File: src/rtl/vrp_pkg.sv
package vrp_pkg;
    typedef enum logic [0:0] {
        PACE_OFF = 1'b0,
        PACE_RUN = 1'b1
    } pace_state_t;
endpackage

File: src/rtl/vrp_rate_clamp.sv
module vrp_rate_clamp #(
    parameter int IN_W       = 16,
    parameter int FRAME_RATE = 48000,
    parameter int OUT_W      = 16
) (
    input  logic [IN_W-1:0]  rate_in,
    output logic [OUT_W-1:0] step_out
);
    localparam logic [IN_W:0] LIMIT = (IN_W+1)'(FRAME_RATE);

    // any rate at or above the frame rate requests every frame
    always_comb begin
        if ({1'b0, rate_in} >= LIMIT)
            step_out = OUT_W'(FRAME_RATE);
        else
            step_out = OUT_W'(rate_in);
    end
endmodule

File: src/rtl/vrp_phase_acc.sv
module vrp_phase_acc #(
    parameter int FRAME_RATE = 48000,
    parameter int ACC_W      = $clog2(FRAME_RATE + 1)
) (
    input  logic             clk,
    input  logic             rst_n,
    input  logic [ACC_W-1:0] step,
    input  logic             advance,
    input  logic             clear,
    output logic             hit
);
    localparam logic [ACC_W:0] WRAP = (ACC_W+1)'(FRAME_RATE);

    logic [ACC_W-1:0] phase_q;
    logic [ACC_W:0]   sum;

    always_comb begin
        sum = {1'b0, phase_q} + {1'b0, step};
        hit = (sum >= WRAP);
    end

    always_ff @(posedge clk or negedge rst_n) begin
        if (!rst_n)
            phase_q <= '0;
        else if (clear)
            phase_q <= '0;
        else if (advance)
            phase_q <= hit ? ACC_W'(sum - WRAP) : ACC_W'(sum);
    end

    // residual phase always stays below one frame-rate unit
    a_r4_phase_bound: assert property (@(posedge clk) disable iff (!rst_n)
        {1'b0, phase_q} < WRAP);

    // a disable strobe leaves the accumulator at zero
    a_r3_cleared: assert property (@(posedge clk) disable iff (!rst_n)
        clear |=> (phase_q == '0));
endmodule

File: src/rtl/vrp_pace_ctrl.sv
module vrp_pace_ctrl
    import vrp_pkg::*;
(
    input  logic clk,
    input  logic rst_n,
    input  logic frame_stb,
    input  logic enable,
    input  logic hit,
    output logic advance,
    output logic clear,
    output logic req_n
);
    pace_state_t state_q, state_d;
    logic        req_n_q, req_n_d;

    // state register
    always_ff @(posedge clk or negedge rst_n) begin
        if (!rst_n) begin
            state_q <= PACE_OFF;
            req_n_q <= 1'b1;
        end else begin
            state_q <= state_d;
            req_n_q <= req_n_d;
        end
    end

    // next state and outputs
    always_comb begin
        state_d = state_q;
        unique case (state_q)
            PACE_OFF: if (frame_stb && enable)  state_d = PACE_RUN; // start
            PACE_RUN: if (frame_stb && !enable) state_d = PACE_OFF; // stop
            default:  state_d = PACE_OFF;
        endcase
        advance = frame_stb && enable;
        clear   = frame_stb && !enable;
        if (frame_stb)
            req_n_d = enable ? !hit : 1'b1;
        else
            req_n_d = req_n_q;
    end

    assign req_n = req_n_q;

    // the request holds between strobes
    a_r2_hold: assert property (@(posedge clk) disable iff (!rst_n)
        !frame_stb |=> $stable(req_n_q));

    // no request while stopped
    a_r3_off_quiet: assert property (@(posedge clk) disable iff (!rst_n)
        (state_q == PACE_OFF) |-> req_n_q);
endmodule

File: src/rtl/vrate_pacer.sv
module vrate_pacer #(
    parameter int RATE_W     = 16,
    parameter int FRAME_RATE = 48000
) (
    input  logic              clk,
    input  logic              rst_n,
    input  logic              frame_stb,
    input  logic [RATE_W-1:0] rate,
    input  logic              enable,
    output logic              req_n
);
    localparam int ACC_W = $clog2(FRAME_RATE + 1);

    logic [ACC_W-1:0] step;
    logic             hit, advance, clear;

    vrp_rate_clamp #(.IN_W(RATE_W), .FRAME_RATE(FRAME_RATE), .OUT_W(ACC_W)) clamp_i (
        .rate_in  (rate),
        .step_out (step)
    );

    vrp_phase_acc #(.FRAME_RATE(FRAME_RATE), .ACC_W(ACC_W)) acc_i (
        .clk     (clk),
        .rst_n   (rst_n),
        .step    (step),
        .advance (advance),
        .clear   (clear),
        .hit     (hit)
    );

    vrp_pace_ctrl ctrl_i (
        .clk       (clk),
        .rst_n     (rst_n),
        .frame_stb (frame_stb),
        .enable    (enable),
        .hit       (hit),
        .advance   (advance),
        .clear     (clear),
        .req_n     (req_n)
    );

    // full or excess rate requests the frame
    a_r5_full: assert property (@(posedge clk) disable iff (!rst_n)
        (frame_stb && enable && ({1'b0, rate} >= (RATE_W+1)'(FRAME_RATE))) |=> !req_n);

    // zero rate never requests
    a_r6_zero: assert property (@(posedge clk) disable iff (!rst_n)
        (frame_stb && (rate == '0)) |=> req_n);
endmodule

File: config.mk
export PLATFORM = sky130hd
export DESIGN_NAME = vrate_pacer
export DESIGN_NICKNAME = d
export VERILOG_FILES = /design/src/rtl/vrp_pkg.sv /design/src/rtl/vrp_rate_clamp.sv /design/src/rtl/vrp_phase_acc.sv /design/src/rtl/vrp_pace_ctrl.sv /design/src/rtl/vrate_pacer.sv
export SDC_FILE = /design/constraint.sdc
export NUM_CORES = 1
export LEC_CHECK = 0
export ABC_AREA = 1
export BUFFER_PORTS_ARGS = -buffer_cell sky130_fd_sc_hd__clkbuf_2
export CORE_MARGIN = 2
export CORE_UTILIZATION = 66
export DETAILED_ROUTE_END_ITERATION = 16
export PLACE_DENSITY = 0.85
export REMOVE_ABC_BUFFERS = 1
export SYNTH_ARGS = -nofsm -noshare
export SYNTH_HDL_FRONTEND = slang
export SYNTH_HIERARCHICAL = 1
export SYNTH_SLANG_ARGS = --single-unit
File: constraint.sdc
create_clock -name clk -period 3.8 [get_ports clk]
set_input_delay 0.19 -clock clk [delete_from_list [all_inputs] [get_ports clk]]
set_output_delay 0.19 -clock clk [all_outputs]
set_load 0.02 [all_outputs]
# Word-level counts from Yosys, hierarchy flattened
# Cells that the tools add are included.
# Widths: inputs -> output; s select.
# word_totals
regBits	17
latchBits	0
ram_bits	0
rom_bits	0
output_inout_bits	1
wordCells	16
n_memories	0
# classes
addsub	2
n_mul	0
div	0
n_lt_le_gt_ge	2
eq_ne	0
shifts	0
mux	5
bitwise	0
reduce_logical	5
# op_table
operator	n
$mux 16	4
$add 16x16->17	1
$ge 17x16->1 const B	1
$ge 16x16->1 const B	1
$sub 16x16->16 const B	1
$logic_and 1x1->1	2
$logic_not 1->1	2
$reduce_bool 2->1	1
$mux 1	1

# Longest topological paths before layout
# depth
depth_word	7
mapped_depth	27
ltp_nobuf	27

# Modules after synthesis
# Netlist, hierarchy kept.
# by_module_without_submodules
module	instances	cells_each	area_per_inst_um2	seq_area_each_um2
vrp_phase_acc	1	367	2194.6	400.4
vrp_rate_clamp	1	43	219.0	0.0
vrp_pace_ctrl	1	9	56.3	26.3

# Worst setup path after synthesis
# No wires, ideal clock.
# synth_timing
kind	input port to flip-flop
start	input port rate[14]
end	register acc_i.phase_q[10]
setup_time_ps	118
arrival_ps	2791
setup_slack_ps	891
cell_stages	27
path_buffers	1
cell_sequence	inv_1 nand2_1 nor2_4 nand2_4 nand3_4 nor2_1 ha_1 inv_1 fa_1 inv_1 nand3_1 nand2_1 nand2_1 nand2_2 nand2_1 nand2_2 ha_1 nand3_2 nand2_2 nand2_2 inv_1 nand2_4 nand3_4 buf_6 nand3_2 nand3_1 nand2_1
# synth_between
elab_chain_cells	7
elab_cells_between_ends	8
# synth_lines
item	line	text
from (decl)	vrate_pacer.sv:8	input logic [RATE_W-1:0] rate,
$ge 16x16->1	vrp_rate_clamp.sv:13	if ({1'b0, rate_in} >= LIMIT)
$mux 16	vrp_rate_clamp.sv:13	
via step[0]	vrate_pacer.sv:14	logic [ACC_W-1:0] step;
$add 16x16->17	vrp_phase_acc.sv:18	sum = {1'b0, phase_q} + {1'b0, step};
$ge 17x16->1	vrp_phase_acc.sv:19	hit = (sum >= WRAP);
via hit	vrate_pacer.sv:15	logic hit, advance, clear;
$mux 16	vrp_phase_acc.sv:28	phase_q <= hit ? ACC_W'(sum - WRAP) : ACC_W'(sum);
$mux 16	vrp_phase_acc.sv:27	else if (advance)
$mux 16	vrp_phase_acc.sv:25	else if (clear)
to (signal assigned)	vrp_phase_acc.sv:28	
to (decl)	vrp_phase_acc.sv:14	logic [ACC_W-1:0] phase_q;
# The timed path passes the listed nets, and every way through them passes these cells. The select of a mux whose other input is x is not followed.
# A chain may end at the register's enable or synchronous reset.

# Final worst setup path
# Same ends and word-level chain as after synthesis.

==> implementation parameters <==
Parameter                              Value

Final layout
  Post-route cell area    roughly 2700 um2
  Final Net Count    478
  Util after Layout    73.2%
  Fraction of final layout cells sized beyond drive strength 1    15.9%
  Growth of design area from synthesis to finish    7.65%
  N_diodes    0

Setup path
  Critical Path End Type    register
  Highest cell delay on the worst timing path    between 0.3 and 0.4 ns
  End point of the critical path    acc_i/phase_q[10]$_DFFE_PN0P_
  Worst Setup Start Kind    input pin
  CP most frequent cell    sky130_fd_sc_hd__nand2_1
  Slowest stage cell on the critical path    sky130_fd_sc_hd__fa_1
  RR Endpoint    acc_i/phase_q[10]$_DFFE_PN0P_
  Critical Path AT    about 3.3 ns
  Setup Crit Path Kind    input pin to register
  Max FO, Critical Path    13
  Count of cells along the worst register-to-register path    20
  Required time at the endpoint of the critical path    approximately 4.0 ns
  Setup slack of the worst register-to-register path    0.95 ns
  Worst setup path start    rate[14]
  Crit Reg-Reg Startpoint    acc_i/phase_q[0]$_DFFE_PN0P_

Die
  Vertical extent of the die    around 65 um
  X dimension of the die    65.2 um
  IO Count    21
  Starting utilization of the core area    68.0%
  Area of the core    3630 um2
  # rows    22
  Full die area    4250 um2

Placement
  Cell area after placement    2600 um2
  Count of input and output buffers    20
  GP Congestion    0.910
  Post-placement setup slack    between 0.4 and 0.5 ns
  HPWL after DPL    approximately 4900 um

GRT
  Pin count of the biggest net entering global routing    18
  All-layer global routing usage    31.1%
  Overflow after GRT    0
  Global-route wire length before repair    approximately 11000 um
  Number of antenna violations at the first check in global routing    0
  Vias in the first global route    between 2000 and 2500

Pwr
  Total power    a little under 2000 uW
  Leakage    0.00168 uW
  Power per cell area    739 nW/um2
  Worst VDD drop    slightly below 400 uV

Routing
  Vias per cell    5.29
  Number of nets with antenna violations after routing    0
  Pre-antenna DRT Iters    4
  DRC viols    0
  DRC violation total after the first TritonRoute iteration    176
  Routed wire length    5940 um
  Vias after detailed routing    approximately 2600
  Routed length per instance    12.2 um

Synth
  Number of instances in the synthesized netlist    419
  Dominant cells by area after synthesis    sky130_fd_sc_hd__nand2_1 (23%), sky130_fd_sc_hd__dfrtp_1 (16%), sky130_fd_sc_hd__inv_1 (12%), sky130_fd_sc_hd__ha_1 (8.6%), sky130_fd_sc_hd__nand3_1 (6.3%)
  Fraction of the yosys area taken by sequential cells    about 17%
  Count of different cell masters after synthesis    33
  Top FF cell, synth    sky130_fd_sc_hd__dfrtp_1
  Flip-flop and latch count after synthesis    17
  Number of enable-type register cells in the synthesized netlist    0
  Share of synthesized flip-flops with an asynchronous set or reset    100%
  Syn avg cell area    5.89 um2
  Synth area leader    sky130_fd_sc_hd__nand2_1
  Top-count cell post-synth    sky130_fd_sc_hd__nand2_1
  Ys Warns    6
  Share of the synthesized area in the top cell type    23.1%
  Most common library cells after synthesis    sky130_fd_sc_hd__nand2_1 (152), sky130_fd_sc_hd__inv_1 (80), sky130_fd_sc_hd__nand3_1 (31)
  Netlist area before placement    between 2000 and 2500 um2

Clock tree
  H-Tree Depth    1
  Root buf cell    sky130_fd_sc_hd__clkbuf_8
  Clk_lat worst skew    0.25 ns
  Number of buffers created by CTS    3
  Postcts setup bufs    0
  CTS tree    yes
  CTS Buffer Depth    2
  CTS clock-pin slew for the worst setup and hold paths    0.07 ns
  Number of sinks on the clock net    17

STA
  FMAX    315 MHz
  Final critical-path required period    3.17 ns
  Final setup TNS    0 ns
  RSZ-0062 raised after global routing    no
  Worst slew margin relative to its limit    30.8%
  Final critical-path setup slack    0.628 ns
  Final Max Tran Viols    0
  Clock skew after layout    0.00192 ns
  Final hold violation count    0
  Transition time at the pin with the least slew margin    1.03 ns
  Final cycle utilization of the critical path    83.5%
  Final count of negative-setup-slack endpoints    0

Worst hold path
  Class of the most critical hold timing path    input pin to register
  Number of stages on the worst hold path    3

Run status
  Result of the run    finished, final reports clean

Run
  Max Cap Viol    0
repair_timing:
action / in CTS / in global routing
resized for setup: 0 / 0
hold buffers: 1 / 0
hold endpoints to repair: 16 / 0
registers in the layout, indices dropped and copies added (netlist names):
name           flops
acc_i/phase_q     16
ctrl_i/req_n       1
worst max-delay path, delay by kind of cell:
| family | cells | cell delay, ns |
|---|---|---|
| buffers and inverters | 5 | 0.40 |
| adders and majority gates | 3 | 0.83 |
| and+or+nand+nor | 19 | 1.89 |
where the power goes:
| part | internal (uW) | switching, uW |
|---|---|---|
| logic | 524 | 1000 |
| registers | 244 | 54.8 |
| clock network | 72.8 | 64.3 |
| total | 841 | 1120 |
cell usage in the layout, fill, tap and decap left out, types with 2 or more instances in the layout:
cell,instances
sky130_fd_sc_hd__nand2_2,15
sky130_fd_sc_hd__a22o_1,2
sky130_fd_sc_hd__o21ai_0,3
sky130_fd_sc_hd__nor2_1,28
sky130_fd_sc_hd__clkbuf_2,20
sky130_fd_sc_hd__nand3b_1,3
sky130_fd_sc_hd__nand2_1,152
sky130_fd_sc_hd__a21oi_1,9
sky130_fd_sc_hd__inv_2,2
sky130_fd_sc_hd__nand2_4,5
sky130_fd_sc_hd__nor2_2,7
sky130_fd_sc_hd__dfrtp_1,16
sky130_fd_sc_hd__and2_1,3
sky130_fd_sc_hd__nand3_4,3
sky130_fd_sc_hd__a21oi_2,4
sky130_fd_sc_hd__clkbuf_8,3
sky130_fd_sc_hd__nand3_2,5
sky130_fd_sc_hd__nand3_1,31
sky130_fd_sc_hd__ha_1,17
sky130_fd_sc_hd__nand4_1,18
sky130_fd_sc_hd__inv_1,80
stage by stage:
| stage | hold slack (ns) | std cells |
|---|---|---|
| after floorplan | -0.106 | 414 |
| after global routing | 0.168 | 487 |
| after global placement | 0.143 | 482 |
| after detailed placement | 0.147 | 482 |
| final | 0.148 | 487 |
| after CTS | 0.148 | 487 |
how the worst min path moves through the flow:
stage | from | to | slack (ns)
6_report | frame_stb | ctrl_i/req_n$_DFFE_PN1P_ | 0.15
3_5_place_dp | rst_n | acc_i/phase_q[15]$_DFFE_PN0P_ | 0.15
2_1_floorplan | rst_n | acc_i/phase_q[0]$_DFFE_PN0P_ | -0.11
3_3_place_gp | rst_n | acc_i/phase_q[15]$_DFFE_PN0P_ | 0.14
5_1_grt | frame_stb | ctrl_i/req_n$_DFFE_PN1P_ | 0.17
4_1_cts | frame_stb | ctrl_i/req_n$_DFFE_PN1P_ | 0.15
logic make-up after synthesis:
kind of cell	Yosys count	synth area share, %
DFF	17	17.3
AOI/OAI and AO/OA	22	6.13
xor gates and xnor gates	1	0.355
adders and majority gates	18	9.42
buffers and inverters	87	13.6
and+or+nand+nor	274	53.2
area by class of cell:
type / instances / area (um2)
flip-flops and latches: 17 / 427
multi-input cells: 315 / 1710
fillers: 343 / 975
inverters: 82 / 308
clock buffers: 3 / 41.3
clock inverters: 1 / 5.00
repair buffers: 21 / 110
well taps: 48 / 60.1
layer usage:
metal	routed length (um)	GRT usage, %	vias up
met4	136	8.59	0
li1	-	-	1350
met2	2930	56.3	62
met3	268	4.11	13
met1	2600	38.5	1150
met5	0	0	-
(Power assumes the default switching activity.)
